### src/rtl/pred_seq_pkg.sv
package pred_seq_pkg;
  localparam int MASK_MAX = 8;
  localparam int CNT_W    = $clog2(MASK_MAX + 1);

  typedef enum logic [1:0] {
    TAG_NONE     = 2'd0,
    TAG_IF_TRUE  = 2'd1,
    TAG_IF_FALSE = 2'd2,
    TAG_RSVD     = 2'd3
  } predTag_e;

  typedef struct packed {
    logic load;
    logic shift;
    logic clear;
  } maskStrobe_t;
endpackage

### src/rtl/pred_seq_dp.sv
module pred_seq_dp
  import pred_seq_pkg::*;
#(
  parameter int MaskMax = MASK_MAX,
  parameter int CntW    = CNT_W
) (
  input  logic               clk,
  input  logic               rstN,
  input  maskStrobe_t        strb,
  input  logic [MaskMax-1:0] newMask,
  input  logic [CntW-1:0]    newLen,
  input  logic               newCond,
  input  logic               flagWr,
  input  logic               flagWrVal,
  input  logic               irqEnter,
  input  logic               irqReturn,
  output logic               curLetter,
  output logic               maskActive,
  output logic               condHeld,
  output logic               flagBit
);
  localparam logic [CntW-1:0] LenLimit = CntW'(MaskMax);

  logic [MaskMax-1:0] maskReg;
  logic [CntW-1:0]    cntReg;
  logic               savedFlag;
  logic [CntW-1:0]    lenClamped;

  assign lenClamped = (newLen > LenLimit) ? LenLimit : newLen;
  assign curLetter  = maskReg[0];
  assign maskActive = (cntReg != '0);

  always_ff @(posedge clk) begin
    if (!rstN) begin
      maskReg  <= '0;
      cntReg   <= '0;
      condHeld <= 1'b0;
    end else if (strb.clear) begin
      maskReg <= '0;
      cntReg  <= '0;
    end else if (strb.load) begin
      maskReg  <= newMask;
      cntReg   <= lenClamped;
      condHeld <= newCond;
    end else if (strb.shift) begin
      maskReg <= maskReg >> 1;
      cntReg  <= cntReg - 1'b1;
    end
  end

  always_ff @(posedge clk) begin
    if (!rstN) begin
      flagBit   <= 1'b0;
      savedFlag <= 1'b0;
    end else begin
      if (irqEnter) savedFlag <= flagBit;
      if (irqReturn)   flagBit <= savedFlag;
      else if (flagWr) flagBit <= flagWrVal;
    end
  end

  p_count_bound_r5: assert property (@(posedge clk) disable iff (!rstN)
    cntReg <= LenLimit);
  p_shift_one_r5: assert property (@(posedge clk) disable iff (!rstN)
    (strb.shift && !strb.clear && !strb.load) |=> cntReg == $past(cntReg) - 1'b1);
  p_idle_hold_r7: assert property (@(posedge clk) disable iff (!rstN)
    (!strb.shift && !strb.clear && !strb.load) |=> $stable(cntReg) && $stable(maskReg));
  p_restore_r11: assert property (@(posedge clk) disable iff (!rstN)
    irqReturn |=> flagBit == $past(savedFlag));
endmodule

### src/rtl/pred_seq_ctrl.sv
module pred_seq_ctrl
  import pred_seq_pkg::*;
(
  input  logic        clk,
  input  logic        rstN,
  input  logic        inValid,
  input  logic        stall,
  input  logic        flush,
  input  logic        isPred,
  input  logic [1:0]  predTag,
  input  logic        curLetter,
  input  logic        maskActive,
  input  logic        condHeld,
  input  logic        flagBit,
  output maskStrobe_t strb,
  output logic        outValid,
  output logic        outKill
);
  logic accept;
  logic maskKill;
  logic tagKill;
  logic killNow;

  assign accept   = inValid && !stall;
  assign maskKill = maskActive && (curLetter != condHeld);

  always_comb begin
    unique case (predTag_e'(predTag))
      TAG_IF_TRUE:  tagKill = !flagBit;
      TAG_IF_FALSE: tagKill = flagBit;
      default:      tagKill = 1'b0;
    endcase
  end

  assign killNow = !isPred && (maskKill || tagKill);

  always_comb begin
    strb.clear = flush;
    strb.load  = accept && isPred && !flush;
    strb.shift = accept && !isPred && maskActive && !flush;
  end

  always_ff @(posedge clk) begin
    if (!rstN || flush) begin
      outValid <= 1'b0;
      outKill  <= 1'b0;
    end else if (!stall) begin
      outValid <= inValid;
      outKill  <= inValid && killNow;
    end
  end

  p_kill_valid_r2: assert property (@(posedge clk) disable iff (!rstN)
    outKill |-> outValid);
  p_flush_clear_r8: assert property (@(posedge clk) disable iff (!rstN)
    flush |=> !outValid);
  p_stall_hold_r7: assert property (@(posedge clk) disable iff (!rstN)
    (stall && !flush) |=> $stable(outValid) && $stable(outKill));
  p_pred_alive_r12: assert property (@(posedge clk) disable iff (!rstN)
    (accept && isPred && !flush) |=> !outKill);
  p_strobe_excl_r5: assert property (@(posedge clk) disable iff (!rstN)
    $onehot0({strb.load, strb.shift}));
endmodule

### src/rtl/pred_seq_top.sv
module pred_seq_top
  import pred_seq_pkg::*;
(
  input  logic                clk,
  input  logic                rstN,
  input  logic                inValid,
  input  logic                stall,
  input  logic                flush,
  input  logic                isPred,
  input  logic                predCond,
  input  logic [CNT_W-1:0]    predLen,
  input  logic [MASK_MAX-1:0] predMask,
  input  logic [1:0]          predTag,
  input  logic                flagWr,
  input  logic                flagWrVal,
  input  logic                irqEnter,
  input  logic                irqReturn,
  output logic                outValid,
  output logic                outKill,
  output logic                flagOut
);
  maskStrobe_t strb;
  logic curLetter;
  logic maskActive;
  logic condHeld;

  pred_seq_ctrl u_ctrl (
    .clk(clk), .rstN(rstN), .inValid(inValid), .stall(stall), .flush(flush),
    .isPred(isPred), .predTag(predTag), .curLetter(curLetter),
    .maskActive(maskActive), .condHeld(condHeld), .flagBit(flagOut),
    .strb(strb), .outValid(outValid), .outKill(outKill)
  );

  pred_seq_dp #(.MaskMax(MASK_MAX), .CntW(CNT_W)) u_dp (
    .clk(clk), .rstN(rstN), .strb(strb), .newMask(predMask), .newLen(predLen),
    .newCond(predCond), .flagWr(flagWr), .flagWrVal(flagWrVal),
    .irqEnter(irqEnter), .irqReturn(irqReturn), .curLetter(curLetter),
    .maskActive(maskActive), .condHeld(condHeld), .flagBit(flagOut)
  );
endmodule

### config.mk
export PLATFORM = sky130hd
export DESIGN_NAME = pred_seq_top
export DESIGN_NICKNAME = d
export VERILOG_FILES = /design/src/rtl/pred_seq_pkg.sv /design/src/rtl/pred_seq_dp.sv /design/src/rtl/pred_seq_ctrl.sv /design/src/rtl/pred_seq_top.sv
export SDC_FILE = /design/constraint.sdc
export NUM_CORES = 1
export LEC_CHECK = 0
export BUFFER_PORTS_ARGS = -buffer_cell sky130_fd_sc_hd__buf_2
export CELL_PAD_IN_SITES_DETAIL_PLACEMENT = 0
export CELL_PAD_IN_SITES_GLOBAL_PLACEMENT = 1
export CORE_ASPECT_RATIO = 0.8
export CORE_UTILIZATION = 33
export DETAILED_ROUTE_END_ITERATION = 6
export GPL_ROUTABILITY_DRIVEN = 0
export PLACE_DENSITY_LB_ADDON = 0.1
export SKIP_CTS_REPAIR_TIMING = 1
export SLEW_MARGIN = 20
export SYNTH_ARGS = -nofsm -noshare
export SYNTH_HDL_FRONTEND = slang
export SYNTH_HIERARCHICAL = 1
export SYNTH_SLANG_ARGS = --single-unit
### constraint.sdc
create_clock -name clk -period 1.7 [get_ports clk]
set_input_delay 0.085 -clock clk [delete_from_list [all_inputs] [get_ports clk]]
set_output_delay 0.085 -clock clk [all_outputs]
set_load 0.1 [all_outputs]
==> key figures <==
Status
  – Outcome: finished clean

Power
  – Power density cells: ~620 nW/um2
  – Leakage power: 0.491 nW
  – Final Power: slightly above 0.7 mW
  – Maximum vdd drop: 0.402 mV

Critical path
  – FF-to-FF End: u_dp/cntReg[1]
  – Crit path max fanout: 6
  – Crit path capture type: flop
  – RR Startpoint: u_dp/cntReg[0]
  – Worst stage delay on the critical path: ~0.34 ns
  – R2r worst-path depth: 10
  – Worst Setup SP: u_dp/cntReg[0]
  – Worst EP required: between 1.5 and 2 ns
  – Crit Path Class: reg2reg
  – Crit path DAT: 1.83 ns
  – Worst-path cell chain: inv_1 > ha_2 > nand2_2 > nand2_2 > nor2_4 > buf_4 > buf_4 > nor2_1 > a211o_1 > a21oi_2
  – R2R Setup Slk: ~0.09 ns
  – Worst path slowest cell: dfxtp_2
  – CP Launch Type: flop

STA
  – Setup Viol. Count Final: 0
  – Final Worst Setup Slack: around 0.09 ns
  – Final period util: 94.7%
  – Fin Clk Skew: roughly 0.0098 ns
  – Final Hold Vio Count: 0
  – Fmax: 0.621 GHz
  – WHS: around 0.019 ns
  – Crit path time final: roughly 1.6 ns
  – Setup TNS: 0 ns
  – Relative slew slack: 67.4%
  – Slew @ Worst Pin: 0.490 ns
  – Pins Over Slew Limit: 0

Layout
  – Share of cells above drive strength 1: 44.1%
  – Layout Cells excl Fill: 163
  – Most frequent cells in the layout: buf_2, dfxtp_1, nor2_1
  – Most common cell after layout, fill and taps aside: buf_2
  – Antenna cells: 0
  – Area delta synth->final: 29.9%
  – Final nets: around 160

Routing
  – Via density per instance: around 4.5
  – Final ANT Viol Nets: 0
  – WL/cell: around 12 um
  – Post-Route WL: about 1900 um
  – DRC Markers: 0
  – Vias: 737
  – Drt pass-1 iters: 4
  – DR iter-0 viols: 15

Logic synthesis
  – Netlist cell types: 29
  – Post-Syn Nets: 120
  – EDFF count, synth: 0
  – Post-Syn Area: approximately 900 um2
  – Mean Syn Cell Area: roughly 9.6 um2
  – Post-synth top area cell: dfxtp_1
  – Cell count after synthesis: 93
  – Main flop type after synthesis: dfxtp_1
  – Synth top area cells: dfxtp_1, mux2i_1, mux2_2, nor2_1, ha_1
  – Post-synth top area share: a little under two fifths
  – Yosys warning count: 6
  – Seq/Total Area, Yosys: between 30% and 40%
  – Ys async rst share: 0%
  – Synthesized flop and latch total: 17

Placement
  – Pre-CTS setup slack: roughly 0.053 ns
  – DP Cell Count: approximately 160
  – PortBufs: 27
  – Dpl hpwl: approximately 1300 um

Worst hold path
  – Hold depth: 3
  – Hold Path Origin: predMask[4]
  – Hold EP: u_dp/maskReg[4]
  – Worst hold path class: in2reg

GRT
  – Remaining global-route overflow: 0
  – Vias in the first global route: about 700
  – Largest net degree at the start of global routing: 15
  – GRT Overall Usage: about 14%
  – First-pass GRT wire length: 3040 um
  – Initial antenna violation count: 0

Floorplanning
  – Row count: 16
  – Total die area: 2930 um2
  – Initial core utilization: approximately 36%
  – Die X: roughly 60 um
  – I/O pin count: 28
  – Die H: between 40 and 50 um
  – Placeable Area: 2500 um2

Run
  – MaxCap Viol Count: 0

CTS
  – H-tree depth: 1
  – CTS tree: done
  – Worst-path clk slew: approximately 0.11 ns
  – Sink Count: 17
  – Clock root cell: clkbuf_4
  – Cts bufs inserted: 3
  – Worst-case clock buffer depth: 2
  – Skew-Pair Late Insertion Delay: 0.30 ns
## cell usage after synthesis, types with 2 or more instances
library cell	count
dfxtp_1	17
nor2_1	13
mux2i_1	11
mux2_2	7
nand2_1	5
a21oi_1	4
inv_1	3
nand2b_1	3
nor2b_1	3
buf_4	2
ha_1	2
nor3b_1	2
o21a_1	2
o21ai_0	2
xnor2_1	2
xor2_1	2
## state kept, by name (all words and copies together), names as in the netlist
signal	cells
u_ctrl/outKill	1
u_ctrl/outValid	1
u_dp/savedFlag	1
u_dp/cntReg	4
u_dp/flagBit	1
u_dp/condHeld	1
u_dp/maskReg	8
## routing by layer
| metal | global-route usage [%] | vias to the layer above | routed length (um) |
|---|---|---|---|
| met3 | 5.61 | 2 | 72 |
| li1 | - | 392 | - |
| met1 | 17.9 | 330 | 923 |
| met4 | 3.49 | 0 | 13 |
| met2 | 21.4 | 13 | 890 |
| met5 | 0 | - | 0 |
## worst max-delay path, delay by kind of cell, from the launching register on
family                   cells  cell delay, ns
AND/OR/NAND/NOR              4            0.29
buffers and inverters        3            0.32
flip-flops                   1            0.34
AO/OA/AOI/OAI                2            0.40
adder cells (fa/ha/maj)      1            0.18
## per-stage QoR
| step | utilization (%) | instance area [um2] |
|---|---|---|
| final | 46.5 | 1160 |
| after global routing | 46.5 | 1160 |
| after CTS | 44.0 | 1100 |
| after detailed placement | 42.8 | 1070 |
| after global placement | 42.8 | 1070 |
| after floorplan | - | 896 |
## worst max-delay path by stage
stage / end / slack, ns / cells after the start
5_1_grt: u_dp/maskReg[2] / -0.009 / 9
3_3_place_gp: u_dp/maskReg[5] / 0.09 / 9
2_1_floorplan: u_dp/maskReg[1] / 0.002 / 9
6_report: u_dp/cntReg[1] / 0.09 / 10
3_5_place_dp: u_dp/maskReg[3] / 0.05 / 9
4_1_cts: u_dp/maskReg[3] / 0.04 / 9
## kinds of logic after synthesis
logic type                 share of synthesized area (%)
xor gates and xnor gates                            3.91
and+or+nand+nor                                     20.1
muxes                                               21.1
DFF                                                 38.0
adders and majority gates                           2.79
AOI/OAI and AO/OA                                   8.94
buffers and inverters                               5.17
## final cells by class
class / instances / area, um2
fill: 254 / 1340
multi-input combinational: 68 / 536
sequential: 17 / 343
timing repair buffer: 35 / 199
tap: 36 / 45.0
clock buffer: 3 / 22.5
inverter: 3 / 11.3
clock inverter: 1 / 7.51
## power by group
part | internal (mW) | switching (mW) | total [mW]
registers | 0.403 | 0.00352 | 0.407
clock network | 0.0895 | 0.135 | 0.225
logic | 0.0426 | 0.0482 | 0.0909
(Power assumes the default switching activity.)
